[src/rtl/golay_pkg.sv]
package golay_pkg;
  typedef enum logic {
    GEN_IDLE = 1'b0,
    GEN_RUN  = 1'b1
  } gen_state_t;
endpackage

[src/rtl/golay_chip.sv]
module golay_chip #(
  parameter int ORDER       = 7,
  parameter bit CLOSED_FORM = 1'b1
) (
  input  logic [ORDER-1:0] idx,
  output logic             chip_a,
  output logic             chip_b
);
  generate
    if (CLOSED_FORM) begin : g_parity
      // Parity of adjacent set-bit pairs decides the sign of the first member.
      logic [ORDER-2:0] pairs;
      assign pairs  = idx[ORDER-2:0] & idx[ORDER-1:1];
      assign chip_a = ~(^pairs);
      assign chip_b = chip_a ^ idx[ORDER-1];
    end else begin : g_recur
      // Unrolled pair recursion, one stage per index bit, LSB first.
      logic ra, rb, na, nb;
      always_comb begin
        ra = 1'b1;
        rb = 1'b1;
        for (int k = 0; k < ORDER; k++) begin
          if (idx[k]) begin
            na = rb;
            nb = ~rb;
          end else begin
            na = ra;
            nb = ra;
          end
          ra = na;
          rb = nb;
        end
      end
      assign chip_a = ra;
      assign chip_b = rb;
    end
  endgenerate
endmodule

[src/rtl/golay_seq.sv]
module golay_seq
  import golay_pkg::*;
#(
  parameter int ORDER  = 7,
  parameter int COPIES = 15
) (
  input  logic             clk,
  input  logic             rst_n,
  input  logic             start,
  input  logic             ready,
  output logic             valid,
  output logic             last,
  output logic             final_copy,
  output logic [ORDER-1:0] chip_idx
);
  localparam int CW = (COPIES > 1) ? $clog2(COPIES) : 1;
  localparam logic [CW-1:0]    REP_END = CW'(COPIES - 1);
  localparam logic [ORDER-1:0] IDX_END = '1;

  gen_state_t      state_q;
  logic [CW-1:0]   rep_q;
  logic [ORDER-1:0] idx_q;

  assign valid      = (state_q == GEN_RUN);
  assign final_copy = (rep_q == REP_END);
  assign last       = valid && final_copy && (idx_q == IDX_END);
  assign chip_idx   = idx_q;

  always_ff @(posedge clk) begin
    if (!rst_n) begin
      state_q <= GEN_IDLE;
      rep_q   <= '0;
      idx_q   <= '0;
    end else begin
      case (state_q)
        GEN_IDLE: begin
          if (start) begin
            state_q <= GEN_RUN;
            rep_q   <= '0;
            idx_q   <= '0;
          end
        end
        default: begin
          if (ready) begin
            if (last) begin
              state_q <= GEN_IDLE;
            end else begin
              idx_q <= idx_q + ORDER'(1);
              if (idx_q == IDX_END) rep_q <= rep_q + CW'(1);
            end
          end
        end
      endcase
    end
  end

  assert_launch_R2: assert property (@(posedge clk) disable iff (!rst_n)
    (!valid && start) |=> (valid && chip_idx == '0 && !final_copy));

  assert_end_idle_R6: assert property (@(posedge clk) disable iff (!rst_n)
    (valid && ready && last) |=> !valid);

  assert_start_ignored_R8: assert property (@(posedge clk) disable iff (!rst_n)
    (valid && start && !ready) |=> (valid && $stable(chip_idx) && $stable(rep_q)));

  assert_rep_bound_R5: assert property (@(posedge clk) disable iff (!rst_n)
    valid |-> (rep_q <= REP_END));
endmodule

[src/rtl/golay_stf_gen.sv]
module golay_stf_gen #(
  parameter int ORDER       = 7,
  parameter int COPIES      = 15,
  parameter bit CLOSED_FORM = 1'b1
) (
  input  logic             clk,
  input  logic             rst_n,
  input  logic             start,
  input  logic             out_ready,
  output logic             out_valid,
  output logic             out_chip_a,
  output logic             out_chip_b,
  output logic             out_last,
  input  logic [ORDER-1:0] ref_idx,
  output logic             ref_a,
  output logic             ref_b
);
  logic             final_copy;
  logic [ORDER-1:0] chip_idx;
  logic             seq_a, seq_b;

  golay_seq #(.ORDER(ORDER), .COPIES(COPIES)) u_seq (
    .clk(clk), .rst_n(rst_n), .start(start), .ready(out_ready),
    .valid(out_valid), .last(out_last), .final_copy(final_copy),
    .chip_idx(chip_idx)
  );

  golay_chip #(.ORDER(ORDER), .CLOSED_FORM(CLOSED_FORM)) u_stream_chip (
    .idx(chip_idx), .chip_a(seq_a), .chip_b(seq_b)
  );

  golay_chip #(.ORDER(ORDER), .CLOSED_FORM(CLOSED_FORM)) u_ref_chip (
    .idx(ref_idx), .chip_a(ref_a), .chip_b(ref_b)
  );

  // Negated final copy: one XOR on each data bit.
  assign out_chip_a = seq_a ^ final_copy;
  assign out_chip_b = seq_b ^ final_copy;

  assert_hold_R7: assert property (@(posedge clk) disable iff (!rst_n)
    (out_valid && !out_ready) |=>
      (out_valid && $stable(out_chip_a) && $stable(out_chip_b) && $stable(out_last)));

  assert_last_valid_R6: assert property (@(posedge clk) disable iff (!rst_n)
    out_last |-> out_valid);
endmodule

[config.mk]
export PLATFORM = sky130hd
export DESIGN_NAME = golay_stf_gen
export DESIGN_NICKNAME = d
export VERILOG_FILES = /design/src/rtl/golay_pkg.sv /design/src/rtl/golay_chip.sv /design/src/rtl/golay_seq.sv /design/src/rtl/golay_stf_gen.sv
export SDC_FILE = /design/constraint.sdc
export NUM_CORES = 1
export LEC_CHECK = 0
export ABC_AREA = 1
export BUFFER_PORTS_ARGS = -buffer_cell sky130_fd_sc_hd__clkbuf_2
export CAP_MARGIN = 0
export CELL_PAD_IN_SITES_DETAIL_PLACEMENT = 2
export CELL_PAD_IN_SITES_GLOBAL_PLACEMENT = 2
export CORE_MARGIN = 5
export CORE_UTILIZATION = 25
export CTS_CLUSTER_SIZE = 20
export DETAILED_ROUTE_END_ITERATION = 16
export PLACE_DENSITY = 0.76
export SYNTH_ARGS = -nofsm -noshare
export SYNTH_HDL_FRONTEND = slang
export SYNTH_SLANG_ARGS = --single-unit
[constraint.sdc]
create_clock -name clk -period 1.5 [get_ports clk]
set_input_delay 0.075 -clock clk [delete_from_list [all_inputs] [get_ports clk]]
set_output_delay 0.075 -clock clk [all_outputs]
set_load 0.02 [all_outputs]
# Word level (Yosys, flattened, before mapping)
# Cells that the tools add are included.
[classes] n_addsub=2 eq_ne=5 muxes=13 bitwise_logic=8 n_reduce_logical=7
[ops] operator="2-to-1 mux 7 bit" n=4
[ops] operator="2-to-1 mux 4 bit" n=5
[ops] operator="AND 6 bit" n=2
[ops] operator="parity 6 bit" n=2
[ops] operator="adder 7 x 1 -> 7 bit, second input constant" n=1
[ops] operator="== test 7 bit, second input constant" n=1
[ops] operator="inequality test 2 bit, second input constant" n=3
[ops] operator="adder 4 x 1 -> 4 bit, second input constant" n=1
[ops] operator="== test 4 bit, second input constant" n=1
[ops] operator="2-to-1 mux 1 bit" n=4
[ops] operator="AND reduction 4 bit" n=1
[ops] operator="XOR 1 bit" n=4
[ops] operator="AND reduction 3 bit" n=1
[ops] operator="logical AND 1 bit" n=2
[ops] operator="inverter 1 bit" n=2
[ops] operator="nonzero test 2 bit" n=1
[word_totals] regBits=12 inputBits=11 output_inout_bits=6 wordCells=38

# Longest topological paths before layout
# Gate-level depths: netlist (run 1).
[depth] depth_word=6 mapped_depth=11 ltp_nobuf=11

# By module
# Synthesis (run 1) repeated with hierarchy kept, for this count alone.
[unflattened] hier_cells=179 hier_area_um2=1018.5
[modules_own_cells] module="golay_seq" n_inst=1 cells_per_inst=106 area_per_inst_um2=709.4 seq_area_each_um2=240.2
[modules_own_cells] module="golay_chip" n_inst=2 cells_per_inst=32 area_per_inst_um2=137.6 seq_area_each_um2=0.0
[modules_own_cells] module="golay_stf_gen" n_inst=1 cells_per_inst=9 area_per_inst_um2=33.8 seq_area_each_um2=0.0

# Least setup slack after synthesis (run 1)
# Ideal clock, no wire load.
[synth_timing] kind="register to output" startpoint="register u_seq.idx_q[1], in the netlist u_seq.chip_idx[1]" endpoint="output out_chip_b" t_arrival_ns=1.451 slack_ns=-0.026 stages_incl_launch_ff=10 path_buffers=0 path_cell_list="dfxtp_1 > ha_1 > nand3_4 > nand2_1 > inv_1 > nand2_1 > nand3_1 > nand2_1 > nand2_1 > nand2_1"
[synth_via] elab_chain_len=5
[synth_rtl] item="start: declaration" line_no="golay_seq.sv:22" rtl="logic [ORDER-1:0] idx_q;"
[synth_rtl] item="start signal: assignment" line_no="golay_seq.sv:48" rtl="idx_q <= idx_q + ORDER'(1);"
[synth_rtl] item="AND 6 bit" line_no="golay_chip.sv:13" rtl="assign pairs = idx[ORDER-2:0] & idx[ORDER-1:1];"
[synth_rtl] item="parity 6 bit" line_no="golay_chip.sv:14" rtl="assign chip_a = ~(^pairs);"
[synth_rtl] item="inverter 1 bit" line_no="golay_chip.sv:14"
[synth_rtl] item="XOR 1 bit" line_no="golay_chip.sv:15" rtl="assign chip_b = chip_a ^ idx[ORDER-1];"
[synth_rtl] item="XOR 1 bit" line_no="golay_stf_gen.sv:38" rtl="assign out_chip_b = seq_b ^ final_copy;"
[synth_rtl] item="end: declaration" line_no="golay_stf_gen.sv:12" rtl="output logic out_chip_b,"
# No other way between the ends.

# Worst setup path in the final report (run 1)
[layout_timing] startpoint="register u_seq.idx_q[0], in the netlist u_seq.chip_idx[0]" endpoint="output out_chip_b"
# The elaborated chain is that of the path after synthesis.

==> out/qor.yml, run 1 <==
sta:
  rsz0062_at_grt: "true"
  fin_ws_ns: -0.127
  relSlewSlack_pct: 72.3
  min_period_over_period_pct: 108
  max_freq_mhz: 614
  slew_viol_final: 0
  tightest_slew_ns: 0.414
  setup_viol: 9
  hold_viol_final: 0
  period_minus_slack_ns: 1.63
  setup_tns_ns: -0.744
  clock_skew_ns: 0.00240
setup_path:
  crit_arrival_ns: 1.55
  crit_path_frequent_cell: "nand2_2"
  path_cells: "ha_4 -> nand3_4 -> nand2_4 -> inv_2 -> nand2_4 -> nand2_2 -> nand2_2 -> nand2_2 -> nand2_1 -> nand2_1 -> clkbuf_8"
  crit_path_top_delay_cell: "dfxtp_4"
  cp-start-kind: "flop"
  path_class: "reg2out"
  cp-end-kind: "primary output"
  cpPeakStageDelay_ns: 0.37
  cp_data_required_time_ns: 1.42
  worst-path-max-fanout: 4
cells_and_area:
  num-fill-cells: 453
  syn2layout_area_growth_pct: 49.0
  n_antenna_cell: 0
  nets: 214
  mostFrequentLayoutCells: "nand2_1 (51), nor2_1 (23), buf_4 (18), inv_1 (17), clkbuf_2 (13)"
  final_common_cell: "nand2_1"
  multiInputGateArea_um2: 738
  drive_gt1_share_pct: 39.7
  design_area_um2: 1450
  area.sequential_um2: 256
  fin_cells: 247
  utilization_pct: 38.9
power:
  seq_power_share_pct: 37.3
  ir_drop_v: 0.000366
  p_leak_nw: 0.679
  total_power_mw: 0.908
  p_comb_share_pct: 22.0
  p_switching_mw: 0.276
  p_int_mw: 0.632
  p_per_area_nw_per_um2: 628
  p_clk_share_pct: 40.7
  swShare_pct: 30.4
die:
  dieWidth_um: 72.3
  io_pins: 17
  die-area_um2: 5220
  fp.dieH_um: 72.3
  placementRows: 22
  core_um2: 3720
  initial_core_util_pct: 26.1
detailed_routing:
  vias: 1183
  wl_um: 4010
  vias_per_cell: 4.79
  first_iter_violations: 19
  drc: 0
  wire_per_inst_um: 16.2
  ant_nets: 0
  first_pass_iters: 3
place:
  hpwl_um: 2670
  dp.cells: 232
  io_buffers: 16
  gp_congestion: 0.788
  placed_cell_area_um2: 1140
global_route:
  grt_max_degree: 10
  antenna_found_initial: 0
  grt_first_pass_wirelength_um: 6190
  grt_usage_pct: 15.3
  grt_pass1_vias: 1340
  gr-total-overflow: 0
synthesis:
  synth-xor-area-share_pct: 1.81
  synth_seq_cells: 12
  syn_nets: 178
  synth_fa_ha_area_share_pct: 3.87
  ys.flop_type: "dfxtp_1"
  syn_area_um2: 970
  synth_top_family_by_area: "simple AND/OR/NAND/NOR gates"
  synth-simple-area-share_pct: 51.6
  ys_seq_area_share_pct: 24.8
  async_reset_ff_share_pct: 0
  syn_inst: 164
  ys_warn_count: 0
  synth_compound_area_share_pct: 6.71
  ys_types: 24
  synth-edff-count: 0
  muxShareOfSynthArea_pct: 0
  synth.avg_cell_area_um2: 5.91
cts:
  cts_buffer_depth: 2
  clock_sinks: 12
  htree_num_levels: 1
  cts_tree: "yes"
  clock_tree.root_cell: "clkbuf_8"
  cts.clk_slew.worst_paths_ns: 0.06
  cts_buffers: 3
  clock_latency_ns: 0.25
min_path:
  hp-class: "in2reg"
flow_run:
  timing.max_cap.violations: 0
run_status:
  status: "finished, violations left"
  failed_checks: "setup timing"
registers in the layout (all words and copies together), names as in the netlist:
| name | flops |
|---|---|
| u_seq.valid | 1 |
| u_seq.rep_q | 4 |
| u_seq.chip_idx | 7 |
final cells by class:
class                           count  area share (%)
Clock buffer                        4            3.81
Inverter                           22            6.23
Multi-Input combinational cell    127            51.1
Sequential cell                    12            17.7
Tap cell                           48            4.16
Timing Repair Buffer               34            17.0
cell families (layout without fill, tap and decap cells):
kind of cell | count (synthesis) | count (layout)
simple gates | 112 | 112
fa+ha+maj | 3 | 3
flops | 12 | 12
xor+xnor | 2 | 2
buf+inv | 25 | 60
compound gates | 10 | 10
metrics by stage:
step / hold WS (ns) / worst slack (ns)
3_5_place_dp: 0.440 / -0.0860
6_report: 0.186 / -0.127
5_1_grt: 0.201 / -0.221
4_1_cts: 0.184 / -0.0937
2_1_floorplan: 0.293 / 0.00376
3_3_place_gp: 0.427 / 0.0280
cell usage after synthesis, types with 2 or more instances:
| library cell | count | area [µm²] |
|---|---|---|
| nand2_1 | 59 | 221 |
| ha_1 | 3 | 37.5 |
| o21ai_0 | 3 | 15.0 |
| dfxtp_1 | 12 | 240 |
| or2_2 | 2 | 12.5 |
| nand3_1 | 16 | 80.1 |
| inv_1 | 20 | 75.1 |
| a21oi_1 | 4 | 20.0 |
| nor2_1 | 24 | 90.1 |
| nand3_2 | 3 | 30.0 |
| nand4_1 | 5 | 31.3 |
routing by layer:
layer	GRT usage, %	wire length [µm]
met4	6.05	66
met1	16.2	1540
met2	30.2	2290
met5	0	0
met3	1.52	112
critical path: cells and delay by family (launching register included):
kind,cells,cell delay [ns]
DFF,1,0.37
adders and majority gates,1,0.16
buffers and inverters,2,0.19
and+or+nand+nor,8,0.58
timing repair:
| item | CTS | global route |
|---|---|---|
| endpoints found under the setup margin | 14 | 13 |
| hold buffers | 0 | 0 |
| gates resized for setup | 17 | 32 |
| pin swaps | 4 | 11 |
| buffers inserted | 7 | 4 |
worst paths after layout:
check	startpoint	endpoint	slack, ns	cells after the start
hold reg to reg	u_seq.chip_idx[4]	u_seq.chip_idx[4]	0.56	2
hold / removal	start	u_seq.chip_idx[5]	0.19	4
setup reg to reg	u_seq.chip_idx[0]	u_seq.rep_q[2]	-0.12	6
setup / recovery	u_seq.chip_idx[0]	out_chip_b	-0.13	11
power by group through the flow:
stage	sequential, mW	clock [mW]	combinational (mW)
floorplan	0.348	0	0.104
global placement	0.342	0	0.165
detailed placement	0.343	0	0.178
CTS	0.340	0.372	0.184
global route	0.340	0.399	0.226
finish	0.339	0.370	0.200
Note: power is estimated with default switching activity, not from simulation.
==> run 2: changes to the inputs <==
--- a/config.mk
+++ b/config.mk
@@ -5,16 +5,16 @@
 export SDC_FILE = /design/constraint.sdc
 export NUM_CORES = 1
 export LEC_CHECK = 0
-export ABC_AREA = 1
+export ABC_AREA = 0
 export BUFFER_PORTS_ARGS = -buffer_cell sky130_fd_sc_hd__clkbuf_2
 export CAP_MARGIN = 0
 export CELL_PAD_IN_SITES_DETAIL_PLACEMENT = 2
 export CELL_PAD_IN_SITES_GLOBAL_PLACEMENT = 2
 export CORE_MARGIN = 5
-export CORE_UTILIZATION = 25
+export CORE_UTILIZATION = 29
 export CTS_CLUSTER_SIZE = 20
 export DETAILED_ROUTE_END_ITERATION = 16
-export PLACE_DENSITY = 0.76
+export PLACE_DENSITY = 0.77
 export SYNTH_ARGS = -nofsm -noshare
 export SYNTH_HDL_FRONTEND = slang
 export SYNTH_SLANG_ARGS = --single-unit
==> out/qor.yml, run 2 <==
sta:
  max_freq_mhz: 520  # -15%
  setup_viol: 14  # +5
  min_period_over_period_pct: 128  # +20 points
  clock_skew_ns: 0.0111  # +0.00868 ns
  relSlewSlack_pct: 76.9  # +4.6 points
  tightest_slew_ns: 0.346  # -0.0679 ns
  rsz0062_at_grt: "true"
  period_minus_slack_ns: 1.92  # +0.297 ns
  hold_viol_final: 0  # unchanged
  slew_viol_final: 0  # unchanged
  setup_tns_ns: -2.66  # -1.92 ns
  fin_ws_ns: -0.425  # -0.297 ns
cts:
  clock_tree.root_cell: "clkbuf_4"
  cts.clk_slew.worst_paths_ns: 0.09  # +0.03 ns
  cts_buffers: 3  # unchanged
  cts_hold_buf: 0  # unchanged
  htree_num_levels: 1  # unchanged
  cts_tree: "yes"
  cts_buffer_depth: 2  # unchanged
  clock_latency_ns: 0.30  # +0.05 ns
  clock_sinks: 12  # unchanged
cells_and_area:
  n_antenna_cell: 0  # unchanged
  utilization_pct: 56.8  # +18 points
  nets: 164  # -23%
  num-fill-cells: 281  # -38%
  final_common_cell: "buf_4"
  mostFrequentLayoutCells: "buf_4 (23), buf_6 (16), clkbuf_2 (13), nand2_1 (8)"
  area.sequential_um2: 259  # +0.98%
  multiInputGateArea_um2: 798  # +8.1%
  syn2layout_area_growth_pct: 85.0
  drive_gt1_share_pct: 65.8  # +26 points
  largest_reg_flops: 7  # unchanged
global_route:
  antenna_found_initial: 0  # unchanged
  gr-total-overflow: 0  # unchanged
  grt_first_pass_wirelength_um: 6060  # -2.1%
  grt_usage_pct: 19.3  # +4.1 points
  grt_max_degree: 12  # +2
  grt_pass1_vias: 1107  # -17%
detailed_routing:
  first_pass_iters: 4  # +1
  wire_per_inst_um: 23.8  # +47%
  drc: 0  # unchanged
  first_iter_violations: 8  # -11
  vias: 973  # -18%
  ant_nets: 0  # unchanged
  vias_per_cell: 5.41  # +13%
  wl_um: 4280  # +6.8%
synthesis:
  synth.avg_cell_area_um2: 9.08  # +54%
  ys.flop_type: "dfxtp_1"
  syn_nets: 108  # -39%
  async_reset_ff_share_pct: 0  # unchanged
  synth-edff-count: 0  # unchanged
  synthDominantCellAreaShare_pct: 28.2  # +3.4 points
  ys_types: 39  # +63%
  syn_inst: 94  # -43%
  netlist_top_cells_area: "dfxtp_1 (28%), xnor3_1 (5.3%), xnor2_1 (5.1%)"
  yosys-top-cells-count: "dfxtp_1 (12), nand2_1 (11), a21oi_1 (6), nand3_1 (6)"
  synth_seq_cells: 12  # unchanged
  syn_area_um2: 853  # -12%
  ys_seq_area_share_pct: 28.2  # +3.4 points
  yosysMostFrequentCell: "dfxtp_1"
  synth.largest_area_cell: "dfxtp_1"
  ys_warn_count: 0  # unchanged
die:
  dieWidth_um: 64.2  # -11%
  initial_core_util_pct: 30.7  # +4.6 points
  die-area_um2: 4130  # -21%
  core_um2: 2780  # -25%
  fp.dieH_um: 64.2  # -11%
  io_pins: 17  # unchanged
  placementRows: 19  # -14%
setup_path:
  crit_arrival_ns: 1.85  # +0.30 ns
  cp_data_required_time_ns: 1.42  # about the same
  cp-end-kind: "primary output"
  path_cells: "ha_4 -> buf_6 -> xor2_4 -> xnor2_2 -> xnor3_1 -> clkbuf_8"
  cpPeakStageDelay_ns: 0.37  # about the same
  cp-start-kind: "flop"
  crit_path_top_delay_cell: "dfxtp_4"
  worst-path-max-fanout: 2  # -2
  reg2reg_slack_ns: -0.21  # -0.09 ns
  path_class: "reg2out"
place:
  io_buffers: 16  # unchanged
  gp_congestion: 0.750  # -4.7%
  hpwl_um: 2350  # -12%
power:
  p_clk_share_pct: 36.9  # -3.8 points
  p_per_area_nw_per_um2: 485  # -23%
  p_comb_share_pct: 21.5  # -0.5 points
  p_leak_nw: 0.687  # +1.2%
  p_int_mw: 0.532  # -16%
  swShare_pct: 30.5  # +0.11 points
  ir_drop_v: 0.000450  # +23%
  p_switching_mw: 0.234  # -15%
  seq_power_share_pct: 41.6  # +4.3 points
flow_run:
  timing.max_cap.violations: 0  # unchanged
run_status:
  failed_checks: "setup timing"
  status: "finished, violations left"
min_path:
  hp-class: "in2reg"
## run 2: repair_timing
item | in CTS | in global routing
setup buffers | 7 | 8
resized for setup | 39 | 30
endpoints found under the hold margin | 0 | 0
setup endpoints to repair | 14 | 15
pin swaps | 15 | 14
## run 2: final timing paths
kind                                         from                 to  cells after the start
worst max-delay path            u_seq.chip_idx[0]         out_chip_b                      6
worst min-delay path                    out_ready  u_seq.chip_idx[1]                      3
worst max register to register  u_seq.chip_idx[0]     u_seq.rep_q[3]                      8
worst min register to register     u_seq.rep_q[0]     u_seq.rep_q[0]                      3
## run 2: per-layer routing
metal / wire length (µm) / GRT usage [%] / part of all wire (%)
met3: 112 / 4.90 / 2.6
met4: 130 / 6.87 / 3.0
met2: 2510 / 35.9 / 59
met5: 0 / 0 / 0
met1: 1530 / 20.7 / 36
## run 2: area by class of cell
type                    count  share of cell area [%]
multi-input cells          76                    50.6
well taps                  31                    2.46
inverters                   4                   0.951
clock buffers               4                    2.30
flip-flops and latches     12                    16.4
repair buffers             53                    27.3
## run 2: stage by stage
step	power [mW]	setup slack (ns)	instance area (µm²)	hold slack, ns	cells
finish	0.766	-0.425	1580	0.0874	180
global placement	0.461	-0.0305	1160	0.365	163
CTS	0.746	-0.368	1400	0.106	173
floorplan	0.411	-0.0250	873	0.225	94
detailed placement	0.468	-0.218	1160	0.389	163
global route	0.800	-0.492	1580	0.0797	180
## run 2: kinds of logic after synthesis
| group | after synthesis | share of synthesized area (%) |
|---|---|---|
| AND/OR/NAND/NOR | 38 | 27.6 |
| AO/OA/AOI/OAI | 20 | 17.9 |
| XOR/XNOR | 12 | 15.5 |
| flip-flops | 12 | 28.2 |
| buffers and inverters | 6 | 2.78 |
| multiplexers | 3 | 3.67 |
| adder cells (fa/ha/maj) | 3 | 4.40 |
## run 2: power by group through the flow
| stage | registers (mW) | clock network [mW] | logic (mW) |
|---|---|---|---|
| 2_1_floorplan | 0.335 | 0 | 0.0756 |
| 3_3_place_gp | 0.332 | 0 | 0.128 |
| 3_5_place_dp | 0.332 | 0 | 0.136 |
| 4_1_cts | 0.323 | 0.273 | 0.149 |
| 5_1_grt | 0.320 | 0.304 | 0.176 |
| 6_report | 0.319 | 0.282 | 0.165 |
## run 2: critical path: cells and delay by family (launching register included)
family	cells	cell delay (ns)
xor gates and xnor gates	3	0.72
DFF	1	0.37
buffers and inverters	2	0.29
adders and majority gates	1	0.17
==> run 3: changes to the inputs <==
==> constraint.sdc (replaced) <==
create_clock -name clk -period 1.5 [get_ports clk]
set_input_delay 0.375 -clock clk [delete_from_list [all_inputs] [get_ports clk]]
set_output_delay 0.375 -clock clk [all_outputs]
set_load 0.02 [all_outputs]
==> out/qor.yml, run 3 (synthesized netlist as in run 2, its figures left out) <==
detailed_routing:
  wl_um: 4220  # -1.5%
  vias_per_cell: 5.50  # +1.7%
  wire_per_inst_um: 23.7  # -0.36%
  ant_nets: 0  # unchanged
  vias: 979  # +0.62%
  drc: 0  # unchanged
  first_iter_violations: 20  # +12
  first_pass_iters: 2  # -2
setup_path:
  path_cells: "buf_4 -> xor2_2 -> a22oi_2 -> xnor3_2 -> buf_8"
  crit_path_top_delay_cell: "xnor3_2"
  cpPeakStageDelay_ns: 0.39  # +0.02 ns
  path_class: "reg2out"
  cp_data_required_time_ns: 1.12  # -0.30 ns
  crit_arrival_ns: 1.70  # -0.15 ns
  cp-end-kind: "primary output"
  worst-path-max-fanout: 4  # +2
  cp-start-kind: "flop"
cells_and_area:
  largest_reg_flops: 7  # unchanged
  fin_cells: 178  # -1.1%
  drive_gt1_share_pct: 63.9  # -1.8 points
  syn2layout_area_growth_pct: 79.5
  num-fill-cells: 288  # +2.5%
  multiInputGateArea_um2: 767  # -3.9%
  mostFrequentLayoutCells: "buf_4 (27), clkbuf_2 (10), nand2_1 (9), buf_6 (9), dfxtp_2 (7)"
  final_common_cell: "buf_4"
  design_area_um2: 1530  # -3.0%
  nets: 162  # -1.2%
  utilization_pct: 55.1  # -1.7 points
  n_antenna_cell: 0  # unchanged
  area.sequential_um2: 253  # -2.4%
die:
  core_um2: 2780  # unchanged
  initial_core_util_pct: 30.7  # unchanged
  io_pins: 17  # unchanged
  die-area_um2: 4130  # unchanged
  placementRows: 19  # unchanged
  fp.dieH_um: 64.2  # unchanged
  dieWidth_um: 64.2  # unchanged
global_route:
  grt_max_degree: 12  # unchanged
  grt_pass1_vias: 1115  # +0.72%
  grt_first_pass_wirelength_um: 5810  # -4.1%
  grt_usage_pct: 18.1  # -1.3 points
  gr-total-overflow: 0  # unchanged
  antenna_found_initial: 0  # unchanged
sta:
  clock_skew_ns: 0.00382  # -0.00726 ns
  setup_viol: 16  # +2
  fin_ws_ns: -0.577  # -0.153 ns
  relSlewSlack_pct: 77.9  # +1.0 points
  min_period_over_period_pct: 138  # +10 points
  max_freq_mhz: 481  # -7.3%
  tightest_slew_ns: 0.331  # -0.0149 ns
  slew_viol_final: 0  # unchanged
  rsz0062_at_grt: "true"
  period_minus_slack_ns: 2.08  # +0.153 ns
  hold_viol_final: 0  # unchanged
run_status:
  status: "finished, violations left"
  failed_checks: "setup timing"
place:
  io_buffers: 16  # unchanged
  dp.cells: 163  # unchanged
  gp_congestion: 0.747  # -0.49%
  placed_cell_area_um2: 1210  # +4.4%
  hpwl_um: 2510  # +6.8%
cts:
  cts_tree: "yes"
  htree_num_levels: 1  # unchanged
  cts_buffer_depth: 2  # unchanged
  cts_buffers: 3  # unchanged
  clock_tree.root_cell: "clkbuf_4"
  clock_sinks: 12  # unchanged
  cts.clk_slew.worst_paths_ns: 0.09  # about the same
  clock_latency_ns: 0.29  # about the same
flow_run:
  timing.max_cap.violations: 0  # unchanged
power:
  p_leak_nw: 0.673  # -2.1%
  p_per_area_nw_per_um2: 503  # +3.7%
  ir_drop_v: 0.000410  # -8.9%
min_path:
  hp-class: "in2reg"
==> run 3: layout make-up <==
cell class	instances	share of cell area [%]
timing repair buffer	51	28.2
inverter	4	0.980
clock buffer	4	1.72
multi-input combinational	76	50.1
sequential	12	16.5
tap	31	2.53
==> run 3: worst paths after layout <==
path | end | cells after the start | slack (ns) | from
setup reg to reg | u_seq.rep_q[3] | 8 | -0.33 | u_seq.chip_idx[0]
hold reg to reg | u_seq.rep_q[0] | 3 | 0.59 | u_seq.rep_q[0]
hold / removal | u_seq.chip_idx[1] | 3 | 0.40 | out_ready
setup / recovery | out_chip_b | 5 | -0.58 | u_seq.chip_idx[2]
==> run 3: stage by stage <==
step                power, mW  setup WS (ns)  hold WS, ns  setup TNS (ns)
floorplan               0.414         -0.169        0.468          -0.561
CTS                     0.731         -0.537        0.376           -3.36
finish                  0.771         -0.577        0.404           -4.93
global route            0.796         -0.636        0.412           -6.12
detailed placement      0.487         -0.385        0.561           -2.96
global placement        0.475         -0.249        0.529           -1.84
==> run 3: worst max-delay path, delay by kind of cell, from the launching register on <==
family | cells | cell delay [ns]
flops | 1 | 0.35
compound gates | 1 | 0.23
xor+xnor | 2 | 0.54
buf+inv | 2 | 0.29
==> run 3: power by group <==
group / leakage (nW) / switching, mW / internal, mW
Combinational: 0.556 / 0.107 / 0.102
Sequential: 0.101 / 0.00397 / 0.321
Clock: 0.0150 / 0.133 / 0.103
Total: 0.673 / 0.245 / 0.526
==> run 3: layer usage <==
layer / share of wire [%] / track usage [%]
met5: 0 / 0
met4: 4.5 / 3.82
met3: 2.6 / 2.80
met2: 57 / 38.2
met1: 36 / 17.6
==> run 3: what timing repair did <==
item / in CTS / in global routing
pin swaps: 9 / 15
gates cloned: 0 / 0
setup buffers: 5 / 6
hold buffers: 0 / 0
resized for setup: 34 / 22
setup endpoints to repair: 16 / 16
